## src/rtl/wwd_pkg.sv

```systemverilog
package wwd_pkg;

    localparam int ADDR_W = 8;
    localparam int DATA_W = 32;

    typedef enum logic [1:0] {
        S_DISARMED = 2'd0,
        S_ARMED    = 2'd1,
        S_PRIMED   = 2'd2
    } wd_state_t;

    localparam logic [DATA_W-1:0] ARM_WORD  = 32'hA98559DA;
    localparam logic [DATA_W-1:0] KEY_FIRST = 32'h0000E51A;
    localparam logic [DATA_W-1:0] KEY_SECOND = 32'h0000A35C;
    localparam logic [3:0]        REACT_NMI = 4'hA;

    localparam logic [ADDR_W-1:0] OFS_CTRL  = 8'h00;
    localparam logic [ADDR_W-1:0] OFS_PRE   = 8'h04;
    localparam logic [ADDR_W-1:0] OFS_STAT  = 8'h08;
    localparam logic [ADDR_W-1:0] OFS_KEY   = 8'h0C;
    localparam logic [ADDR_W-1:0] OFS_CNT   = 8'h10;
    localparam logic [ADDR_W-1:0] OFS_REACT = 8'h14;
    localparam logic [ADDR_W-1:0] OFS_WIN   = 8'h18;

    localparam logic [DATA_W-1:0] WIN_RESET = 32'h00000050;

    // Right-shift amount for the window threshold; unknown codes fall to half.
    function automatic logic [2:0] win_shift(input logic [DATA_W-1:0] enc);
        logic [2:0] k;
        case (enc)
            32'h00000050: k = 3'd1;
            32'h00000500: k = 3'd2;
            32'h00005000: k = 3'd3;
            32'h00050000: k = 3'd4;
            32'h00500000: k = 3'd5;
            default:      k = 3'd1;
        endcase
        return k;
    endfunction

endpackage

```

## src/rtl/wwd_counter.sv

```systemverilog
module wwd_counter #(
    parameter int              CNT_W   = 25,
    parameter logic [CNT_W-1:0] RST_VAL = '0
) (
    input  logic             clk,
    input  logic             rst_n,
    input  logic             tick_i,
    input  logic             load_i,
    input  logic [CNT_W-1:0] reload_i,
    output logic [CNT_W-1:0] cnt_o,
    output logic             zero_o
);

    logic [CNT_W-1:0] cnt_q;

    always_ff @(posedge clk or negedge rst_n) begin
        if (!rst_n)
            cnt_q <= RST_VAL;
        else if (load_i)
            cnt_q <= reload_i;
        else if (tick_i && (cnt_q != '0))
            cnt_q <= cnt_q - 1'b1;
    end

    assign cnt_o  = cnt_q;
    assign zero_o = (cnt_q == '0);

    // one step down per tick when not reloading
    a_r4_count_step: assert property (@(posedge clk) disable iff (!rst_n)
        (!load_i && tick_i && !zero_o) |=> (cnt_o == $past(cnt_o) - 1'b1));

    // no tick, no reload -> counter holds
    a_r4_count_hold: assert property (@(posedge clk) disable iff (!rst_n)
        (!load_i && !tick_i) |=> $stable(cnt_o));

endmodule

```

## src/rtl/wwd_window.sv

```systemverilog
module wwd_window
    import wwd_pkg::*;
#(
    parameter int CNT_W = 25,
    parameter int SEL_W = 3
) (
    input  logic [DATA_W-1:0] enc_i,
    input  logic [CNT_W-1:0]  reload_i,
    input  logic [CNT_W-1:0]  cnt_i,
    output logic              open_o
);

    localparam int NSTEP = 1 << SEL_W;

    logic [CNT_W-1:0] thr [NSTEP];
    logic [SEL_W-1:0] sel;

    for (genvar g = 0; g < NSTEP; g++) begin : g_thr
        assign thr[g] = reload_i >> g;
    end

    assign sel    = SEL_W'(win_shift(enc_i));
    assign open_o = (cnt_i < thr[sel]);

endmodule

```

## src/rtl/wwd_fsm.sv

```systemverilog
module wwd_fsm
    import wwd_pkg::*;
(
    input  logic              clk,
    input  logic              rst_n,
    input  logic              arm_wr_i,
    input  logic              key_wr_i,
    input  logic [DATA_W-1:0] key_i,
    input  logic              win_open_i,
    input  logic              expire_i,
    output logic              armed_o,
    output logic              svc_ok_o,
    output logic              violation_o
);

    wd_state_t state_q, state_d;
    logic      second_hit;

    // state register
    always_ff @(posedge clk or negedge rst_n) begin
        if (!rst_n)
            state_q <= S_DISARMED;
        else
            state_q <= state_d;
    end

    // outputs
    always_comb begin
        armed_o     = (state_q != S_DISARMED);
        second_hit  = (state_q == S_PRIMED) && key_wr_i && (key_i == KEY_SECOND);
        svc_ok_o    = second_hit && win_open_i;
        violation_o = (second_hit && !win_open_i) || (expire_i && !svc_ok_o);
    end

    // transitions
    always_comb begin
        state_d = state_q;
        unique case (state_q)
            S_DISARMED: begin
                if (arm_wr_i)
                    state_d = S_ARMED;
            end
            S_ARMED: begin
                if (key_wr_i && (key_i == KEY_FIRST))
                    state_d = S_PRIMED;
            end
            S_PRIMED: begin
                if (key_wr_i) begin
                    if (key_i == KEY_SECOND)
                        state_d = S_ARMED;
                    else if (key_i == KEY_FIRST)
                        state_d = S_PRIMED;
                    else if (!win_open_i)
                        state_d = S_ARMED;
                end
            end
            default: state_d = S_DISARMED;
        endcase
        if (violation_o)
            state_d = S_ARMED;
    end

    // only reset returns to the disarmed state
    a_r3_stays_armed: assert property (@(posedge clk) disable iff (!rst_n)
        (state_q != S_DISARMED) |=> (state_q != S_DISARMED));

    // a pending first key exists only after it was written while armed
    a_r9_primed_entry: assert property (@(posedge clk) disable iff (!rst_n)
        ($rose(state_q == S_PRIMED)) |-> ($past(key_wr_i) && ($past(key_i) == KEY_FIRST)));

endmodule

```

## src/rtl/window_watchdog.sv

```systemverilog
module window_watchdog
    import wwd_pkg::*;
#(
    parameter int PRE_W     = 12,
    parameter int PRE_SHIFT = 13
) (
    input  logic              clk,
    input  logic              rst_n,
    input  logic              tick_i,
    input  logic              bus_wr_i,
    input  logic [ADDR_W-1:0] bus_addr_i,
    input  logic [DATA_W-1:0] bus_wdata_i,
    output logic [DATA_W-1:0] bus_rdata_o,
    output logic              nmi_o,
    output logic              rst_req_o
);

    localparam int               CNT_W      = PRE_W + PRE_SHIFT;
    localparam logic [CNT_W-1:0] RST_RELOAD = {{PRE_W{1'b1}}, {PRE_SHIFT{1'b0}}};

    logic [PRE_W-1:0]  preload_q;
    logic [DATA_W-1:0] win_enc_q;
    logic [3:0]        react_q;
    logic              flag_q, nmi_q, rstreq_q;

    logic [CNT_W-1:0]  reload, cnt;
    logic              zero, win_open, armed, svc_ok, violation;
    logic              cfg_wr, arm_wr, key_wr, stat_clr, expire, load;

    assign reload   = {preload_q, {PRE_SHIFT{1'b0}}};
    assign cfg_wr   = bus_wr_i && !armed;
    assign arm_wr   = bus_wr_i && (bus_addr_i == OFS_CTRL) && (bus_wdata_i == ARM_WORD);
    assign key_wr   = bus_wr_i && (bus_addr_i == OFS_KEY);
    assign stat_clr = bus_wr_i && (bus_addr_i == OFS_STAT) && bus_wdata_i[1];
    assign expire   = armed && tick_i && zero;
    assign load     = !armed || svc_ok || violation;

    wwd_counter #(.CNT_W(CNT_W), .RST_VAL(RST_RELOAD)) u_counter (
        .clk      (clk),
        .rst_n    (rst_n),
        .tick_i   (tick_i),
        .load_i   (load),
        .reload_i (reload),
        .cnt_o    (cnt),
        .zero_o   (zero)
    );

    wwd_window #(.CNT_W(CNT_W)) u_window (
        .enc_i    (win_enc_q),
        .reload_i (reload),
        .cnt_i    (cnt),
        .open_o   (win_open)
    );

    wwd_fsm u_fsm (
        .clk         (clk),
        .rst_n       (rst_n),
        .arm_wr_i    (arm_wr),
        .key_wr_i    (key_wr),
        .key_i       (bus_wdata_i),
        .win_open_i  (win_open),
        .expire_i    (expire),
        .armed_o     (armed),
        .svc_ok_o    (svc_ok),
        .violation_o (violation)
    );

    // configuration, frozen once armed
    always_ff @(posedge clk or negedge rst_n) begin
        if (!rst_n) begin
            preload_q <= '1;
            win_enc_q <= WIN_RESET;
            react_q   <= '0;
        end else if (cfg_wr) begin
            if (bus_addr_i == OFS_PRE)   preload_q <= bus_wdata_i[PRE_W-1:0];
            if (bus_addr_i == OFS_WIN)   win_enc_q <= bus_wdata_i;
            if (bus_addr_i == OFS_REACT) react_q   <= bus_wdata_i[3:0];
        end
    end

    // status flag and reactions
    always_ff @(posedge clk or negedge rst_n) begin
        if (!rst_n) begin
            flag_q   <= 1'b0;
            nmi_q    <= 1'b0;
            rstreq_q <= 1'b0;
        end else begin
            if (violation)     flag_q <= 1'b1;
            else if (stat_clr) flag_q <= 1'b0;
            nmi_q    <= violation && (react_q == REACT_NMI);
            rstreq_q <= rstreq_q || (violation && (react_q != REACT_NMI));
        end
    end

    assign nmi_o     = nmi_q;
    assign rst_req_o = rstreq_q;

    always_comb begin
        bus_rdata_o = '0;
        case (bus_addr_i)
            OFS_CTRL:  bus_rdata_o = armed ? ARM_WORD : '0;
            OFS_PRE:   bus_rdata_o = DATA_W'(preload_q);
            OFS_STAT:  bus_rdata_o = {{(DATA_W-2){1'b0}}, flag_q, 1'b0};
            OFS_CNT:   bus_rdata_o = DATA_W'(cnt);
            OFS_REACT: bus_rdata_o = DATA_W'(react_q);
            OFS_WIN:   bus_rdata_o = win_enc_q;
            default:   bus_rdata_o = '0;
        endcase
    end

    // violation always leaves the flag set
    a_r11_flag_set: assert property (@(posedge clk) disable iff (!rst_n)
        violation |=> flag_q);

    // flag only drops through a status clear write
    a_r11_flag_sticky: assert property (@(posedge clk) disable iff (!rst_n)
        (flag_q && !stat_clr) |=> flag_q);

    // reset request is held until reset
    a_r10_rst_level: assert property (@(posedge clk) disable iff (!rst_n)
        rst_req_o |=> rst_req_o);

    // interrupt choice pulses after a violation
    a_r10_nmi_follows: assert property (@(posedge clk) disable iff (!rst_n)
        (violation && (react_q == REACT_NMI)) |=> nmi_o);

    // a violation reloads the counter
    a_r7_reload: assert property (@(posedge clk) disable iff (!rst_n)
        violation |=> (cnt == $past(reload)));

endmodule

```

## config.mk

```make
export PLATFORM = sky130hd
export DESIGN_NAME = window_watchdog
export DESIGN_NICKNAME = d
export VERILOG_FILES = /design/src/rtl/wwd_pkg.sv /design/src/rtl/wwd_counter.sv /design/src/rtl/wwd_window.sv /design/src/rtl/wwd_fsm.sv /design/src/rtl/window_watchdog.sv
export SDC_FILE = /design/constraint.sdc
export NUM_CORES = 1
export LEC_CHECK = 0
export ABC_AREA = 1
export BUFFER_PORTS_ARGS = -buffer_cell sky130_fd_sc_hd__clkbuf_2
export CORE_ASPECT_RATIO = 0.5
export CORE_UTILIZATION = 55
export CTS_CLUSTER_SIZE = 28
export DETAILED_ROUTE_END_ITERATION = 16
export GPL_ROUTABILITY_DRIVEN = 0
export MAX_ROUTING_LAYER = met4
export PLACE_DENSITY = 0.87
export SETUP_SLACK_MARGIN = 0.02
export SLEW_MARGIN = 15
export SYNTH_ARGS = -nofsm -noshare
export SYNTH_HDL_FRONTEND = slang
export SYNTH_SLANG_ARGS = --single-unit
```

## constraint.sdc

```tcl
create_clock -name clk -period 8.8 [get_ports clk]
set_input_delay 0.88 -clock clk [delete_from_list [all_inputs] [get_ports clk]]
set_output_delay 0.88 -clock clk [all_outputs]
set_load 0.005 [all_outputs]
```

======== After elaboration in Yosys (flattened, before gate mapping) ========
Index checks and enable logic that the tools add are counted.
word-level totals
  bits in read-only memories .............. 0
  output and inout bits ................... 34
  flip-flop bits (word level) ............. 78
  word-level logic and storage cells ...... 86
  memory bits (writable) .................. 0
  latch bits .............................. 0
  memories ................................ 0
  input bits .............................. 44
operators by class
  eq/ne operators ......................... 21
  mux-type cells .......................... 18
  $lt $le $gt $ge ......................... 2
  shift operators ......................... 0
  bitwise operators ....................... 1
  $add $sub $neg .......................... 1
  reduce and logical (&&, ||, !) cells .... 35
  multipliers ............................. 0
  div/mod/pow operators ................... 0
operator list
  kind                                                number
  case mux 32 bit (6 select lines)                    1
  two-way mux 25 bit                                  4
  binary-select mux 25 bit (select 3 bit)             1
  == test 32 x 16 -> 1 bit, second input constant     2
  == test 32 x 11 -> 1 bit, second input constant     1
  == test 32 x 15 -> 1 bit, second input constant     1
  == test 32 x 19 -> 1 bit, second input constant     1
  == test 32 x 23 -> 1 bit, second input constant     1
  == test 32 bit, second input constant               1
  two-way mux 32 bit                                  1
  zero test 25 bit                                    1
  less-than comparator 25 bit                         1
  nonzero test 25 bit                                 1
  subtractor 25 x 1 -> 25 bit, second input constant  1
  == test 8 x 5 -> 1 bit, second input constant       3
  logical AND 1 bit                                   17
  == test 8 x 4 -> 1 bit, second input constant       2
  two-way mux 2 bit                                   7
  case mux 3 bit (4 select lines)                     1
  == test 8 x 3 -> 1 bit, second input constant       1
  zero test 8 bit                                     1
  != test 3 x 2 -> 1 bit, second input constant       2
  case mux 2 bit (3 select lines)                     1
  AND reduction 2 bit                                 3
  14 further kinds                                    22

======== Longest topological paths before layout ========
  word-level depth ........................ 13
  mapped depth ............................ 29
  mapped depth without buffers ............ 28

======== Hierarchy ========
A second synthesis with hierarchy kept.
unflattened totals
  cell total of the unflattened synthesis .. 1137
  area total of the unflattened synthesis .. 7006.7 µm²
by module, submodules not included
  module           times used  cells each  area each (µm²)
  window_watchdog  1           405         2897.8
  wwd_counter      1           298         1950.6
  wwd_window       1           328         1681.6
  wwd_fsm          1           106         476.7

======== Worst setup path before layout ========
OpenSTA, ideal clock, no wires.
  kind .................................... input to output
  from .................................... in bus_addr_i[1]
  to ...................................... out bus_rdata_o[0]
  buffers on the path ..................... 1
  data arrival time ....................... 1.931 ns
  slack ................................... 5.989 ns
  cell stages on the path ................. 6
  data required time ...................... 7.920 ns
  cells stage by stage .................... nor2_2 nand2_1 nor3_1 clkbuf_1 a221oi_1 o21ai_0
on the way
  longest elaborated chain between the ends .. 2
ends and longest elaborated chain
  element                                         line                    source
  start, declared                                 window_watchdog.sv:11   input logic [ADDR_W-1:0] bus_addr_i,
  == test 8 x 5 -> 1 bit (tied with other cells)  window_watchdog.sv:100  case (bus_addr_i)
  case mux 32 bit (6 select lines) *              window_watchdog.sv:100
  end, declared                                   window_watchdog.sv:13   output logic [DATA_W-1:0] bus_rdata_o,
Mark *: on every way between the ends. The rest lies on a longest branch, timed or not.

======== Worst setup path in the final report ========
  from .................................... reg win_enc_q[31]
  to ...................................... reg u_fsm.state_q[0]
on the way
  longest elaborated chain between the ends .. 13
ends and longest elaborated chain
  element                                                  line                   source
  start, declared                                          window_watchdog.sv:22  logic [DATA_W-1:0] win_enc_q;
  start signal, assigned                                   window_watchdog.sv:76  if (bus_addr_i == OFS_WIN) win_enc_q <= bus_wdata_i;
  == test 32 x 23 -> 1 bit (tied with other cells)         wwd_pkg.sv:30          case (enc)
  case mux 3 bit (4 select lines) *                        wwd_pkg.sv:30
  NOT 3 -> 4 bit (not written as such) *                   wwd_window.sv:23       assign open_o = (cnt_i < thr[sel]);
  binary-select mux 25 bit (select 3 bit) *                wwd_window.sv:23
  two-way mux 25 bit (not written as such) * (2 in a row)  wwd_window.sv:23
  less-than comparator 25 bit *                            wwd_window.sv:23
  logical AND 1 bit                                        wwd_fsm.sv:31          svc_ok_o = second_hit && win_open_i;
  zero test 1 bit                                          wwd_fsm.sv:32          violation_o = (second_hit && !win_open_i) || (expire_i && !svc_ok_o);
  logical AND 1 bit                                        wwd_fsm.sv:32
  logical OR 1 bit                                         wwd_fsm.sv:32
  != test 5 bit (no line) (tied with other cells)          -
  AND reduction 4 bit (no line)                            -
  end signal, assigned                                     wwd_fsm.sv:24          state_q <= state_d;
  end, declared                                            wwd_fsm.sv:16          wd_state_t state_q, state_d;
Mark *: on every way between the ends. The rest lies on a longest branch, timed or not. The select of a mux whose other input is x is not followed.
A chain may end at the register's enable or synchronous reset.

==> results.py <==
metrics = {
    "power": {
        "p_clk_share_pct": 23.1,
        "leakagePower_uw": 0.003242,
        "combPwrFrac_pct": 43.6,
        "sequentialPowerShare_pct": 33.2,
        "p_sw_uw": 718.6,
        "power_density_nw_per_um2": 243.0,
        "p_int_uw": 864.6,
        "ir_worst_vdd_mv": 0.1488,
        "switching_share_pct": 45.39,
    },
    "grt": {
        "grt_max_degree": 79,
        "grt_pass1_vias": 5576,
        "grt_pass1_wl_microns": 27840,
        "grt_overflow": 0,
        "antenna_found_initial": 0,
        "grt_usage_pct": 34.69,
    },
    "floorplan": {
        "die_x_microns": 146.8,
        "initial_utilization_pct": 58.73,
        "dieArea_sq_um": 10930,
        "die_height_microns": 74.42,
        "num_rows": 25,
        "io_pins": 78,
        "coreArea_sq_um": 9822,
    },
    "sta": {
        "slew_headroom_pct": 33.10,
        "worst_pin_slew_ns": 1.004,
        "finalHoldViolations": 0,
        "slew_violations": 0,
        "min_period_ns": 4.033,
        "finalSetupViolCount": 0,
        "min_period_over_period_pct": 45.83,
        "setup_tns_ns": 0,
        "fin_skew_ns": 0.008564,
        "fmax_ghz": 0.2479,
        "rsz0062_at_grt": "no",
        "setup_slack_ns": 4.767,
    },
    "clock_network": {
        "cts_root_buf": "clkbuf_16",
        "post_cts_buffers": 0,
        "cts_hold_buf": 0,
        "clockBufferDepth": 2,
        "clk_pin_slew_worst_paths_ns": 0.07,
        "cts_tree": "built",
        "post_cts_resized": 0,
        "cts_buffers": 9,
        "h-tree-depth": 3,
        "clk_latency_ns": 0.34,
        "clock-sinks": 78,
    },
    "yosys": {
        "synthTopCellsByArea": "dfrtp_1, nand2_1, dfstp_2, nand3_1, nor2_1",
        "syn-mean-instance-area_sq_um": 6.668,
        "synthArstFlopShare_pct": 100.0,
        "syn_area_sq_um": 5768,
        "syn_inst": 865,
        "synth_warnings": 0,
        "synth-seq-cells": 78,
        "ys_seq_area_share_pct": 34.40,
        "yosysTopAreaCell": "dfrtp_1",
        "ys_types": 39,
        "ys_dominant_reg_cell": "dfrtp_1",
        "synth.top_cell.area_share_pct": 22.56,
        "synth_edf_count": 0,
    },
    "worst_hold_path": {
        "hp-class": "reg -> reg",
        "hold_start": "rst_req_o",
        "min_to": "rst_req_o",
        "worst_hold_path.num_cells": 1,
    },
    "placed_design": {
        "dp_cells": 1057,
        "dp_hpwl_microns": 13320,
        "portBuffers": 77,
        "post-place-ws_ns": 4.984,
    },
    "finish": {
        "layout_common_cells": "nand2_1, nor2_1, inv_1",
        "drive_gt1_share_pct": 17.06,
        "final_common_cell": "nand2_1",
        "syn_to_final_growth_pct": 12.95,
        "fin_nets": 996,
        "antenna_cells": 0,
        "utilization_pct": 66.33,
        "instances_no_fill": 1073,
    },
    "setup_path": {
        "endpoint_kind": "register",
        "required_ns": 9.03,
        "crit_type": "reg -> reg",
        "r2r_slack_ns": 4.77,
        "crit_fanout": 13,
        "reg2reg_from": "win_enc_q[31]",
        "critPathArrivalTime_ns": 4.26,
        "ff2ff_path_depth": 25,
        "start_kind": "register",
        "reg2reg_to": "u_fsm.state_q[0]",
    },
    "route": {
        "vias": 6301,
        "ant_nets": 0,
        "first_pass_iters": 6,
        "drc": 0,
        "dr.first_iter.drc_count": 755,
        "wl_per_cell_microns": 16.45,
        "routed_wl_microns": 17650,
        "via_per_inst": 5.872,
    },
    "flow_run": {
        "drv_cap": 0,
    },
    "status": {
        "run_status": "finished clean",
    },
}
-- synth_stat cells (2+ instances only) --
library cell  number
buf_4              3
a221oi_1           4
buf_2              5
inv_1             95
nor3_1            16
nor3b_1            2
nand4_1           16
o21ai_0           55
o21a_1             2
o22ai_1            2
xor2_1            12
nor2_1           114
o211ai_1          11
mux2_2             6
o21ai_1            8
nand3_1           87
inv_2              4
nor2_2            10
or2_2              3
clkbuf_1          14
nand2_2            7
nand2_1          253
nand4_4            2
a21oi_1           17
a21o_1             2
dfrtp_1           52
buf_6              2
dfstp_2           26
ha_1              19
nor2_4             2
o2111ai_1          6
-- power groups by stage --
stage | Clock [uW] | Sequential [uW] | Combinational (uW)
floorplan | 0 | 499 | 533
global placement | 0 | 527 | 645
detailed placement | 0 | 528 | 663
CTS | 367 | 523 | 672
global route | 386 | 533 | 764
finish | 366 | 526 | 691
-- cell type report --
class	instances	area, sq um
inverter	100	377.9
clock inverter	7	61.31
sequential	78	1984
tap	135	168.9
clock buffer	9	225.2
multi-input combinational	664	3287
timing repair buffer	80	410.4
fill	845	3307
-- through the flow --
step	power (uW)	cell area (sq um)	hold slack, ns
after floorplan	1033	5772	0.4507
after global placement	1173	6228	0.4711
after detailed placement	1191	6228	0.4469
after CTS	1562	6515	0.4715
after global routing	1683	6515	0.4842
final	1583	6515	0.4783
-- worst max-delay path, cell delays in order, from the launching register on --
cell     delay, ns
dfrtp_1       0.38
nor2_1        0.06
nand3_1       0.20
nor2_2        0.10
nand2_1       0.12
nor2_1        0.07
nor2_1        0.69
nand2_2       0.34
nand2_1       0.16
nand3_1       0.08
nand2_1       0.12
nand2_1       0.05
nand2_1       0.09
ha_1          0.24
nand2_1       0.09
inv_1         0.04
nand2_1       0.05
nand2_1       0.05
nand2_1       0.05
nand2_1       0.04
nand2_1       0.05
nand3_1       0.21
o21ai_1       0.37
nand2_1       0.10
nand2_1       0.09
nand2_1       0.05
-- flip-flops by register name, indices dropped and copies added, names as in the netlist --
signal,count
win_enc_q,32
u_counter.cnt_o,25
preload_q,12
react_q,4
u_fsm.state_q,2
flag_q,1
nmi_o,1
rst_req_o,1
-- how the worst max path moves through the flow --
stage / from / to / slack [ns]
finish: win_enc_q[31] / u_fsm.state_q[0] / 4.77
global route: win_enc_q[6] / u_fsm.state_q[0] / 4.43
CTS: win_enc_q[6] / u_fsm.state_q[0] / 4.93
detailed placement: win_enc_q[6] / u_fsm.state_q[0] / 4.98
global placement: bus_addr_i[6] / bus_rdata_o[0] / 5.17
floorplan: bus_addr_i[1] / bus_rdata_o[0] / 5.99
-- metal layers --
| metal | up-vias | global-route usage [%] | wire length [microns] |
|---|---|---|---|
| li1 | 2942 | - | - |
| met1 | 2927 | 44.60 | 7490 |
| met2 | 375 | 53.50 | 7706 |
| met3 | 57 | 8.037 | 1978 |
| met4 | 0 | 13.89 | 477 |
| met5 | - | - | 0 |
-- kinds of logic after synthesis --
| kind of cell | share of synthesized area [%] |
|---|---|
| xor+xnor | 1.822 |
| buf+inv | 8.677 |
| flops | 34.40 |
| other cells | 0.06501 |
| compound gates | 10.91 |
| mux | 1.171 |
| simple gates | 38.83 |
| fa+ha+maj | 4.122 |
(Power assumes the default switching activity.)
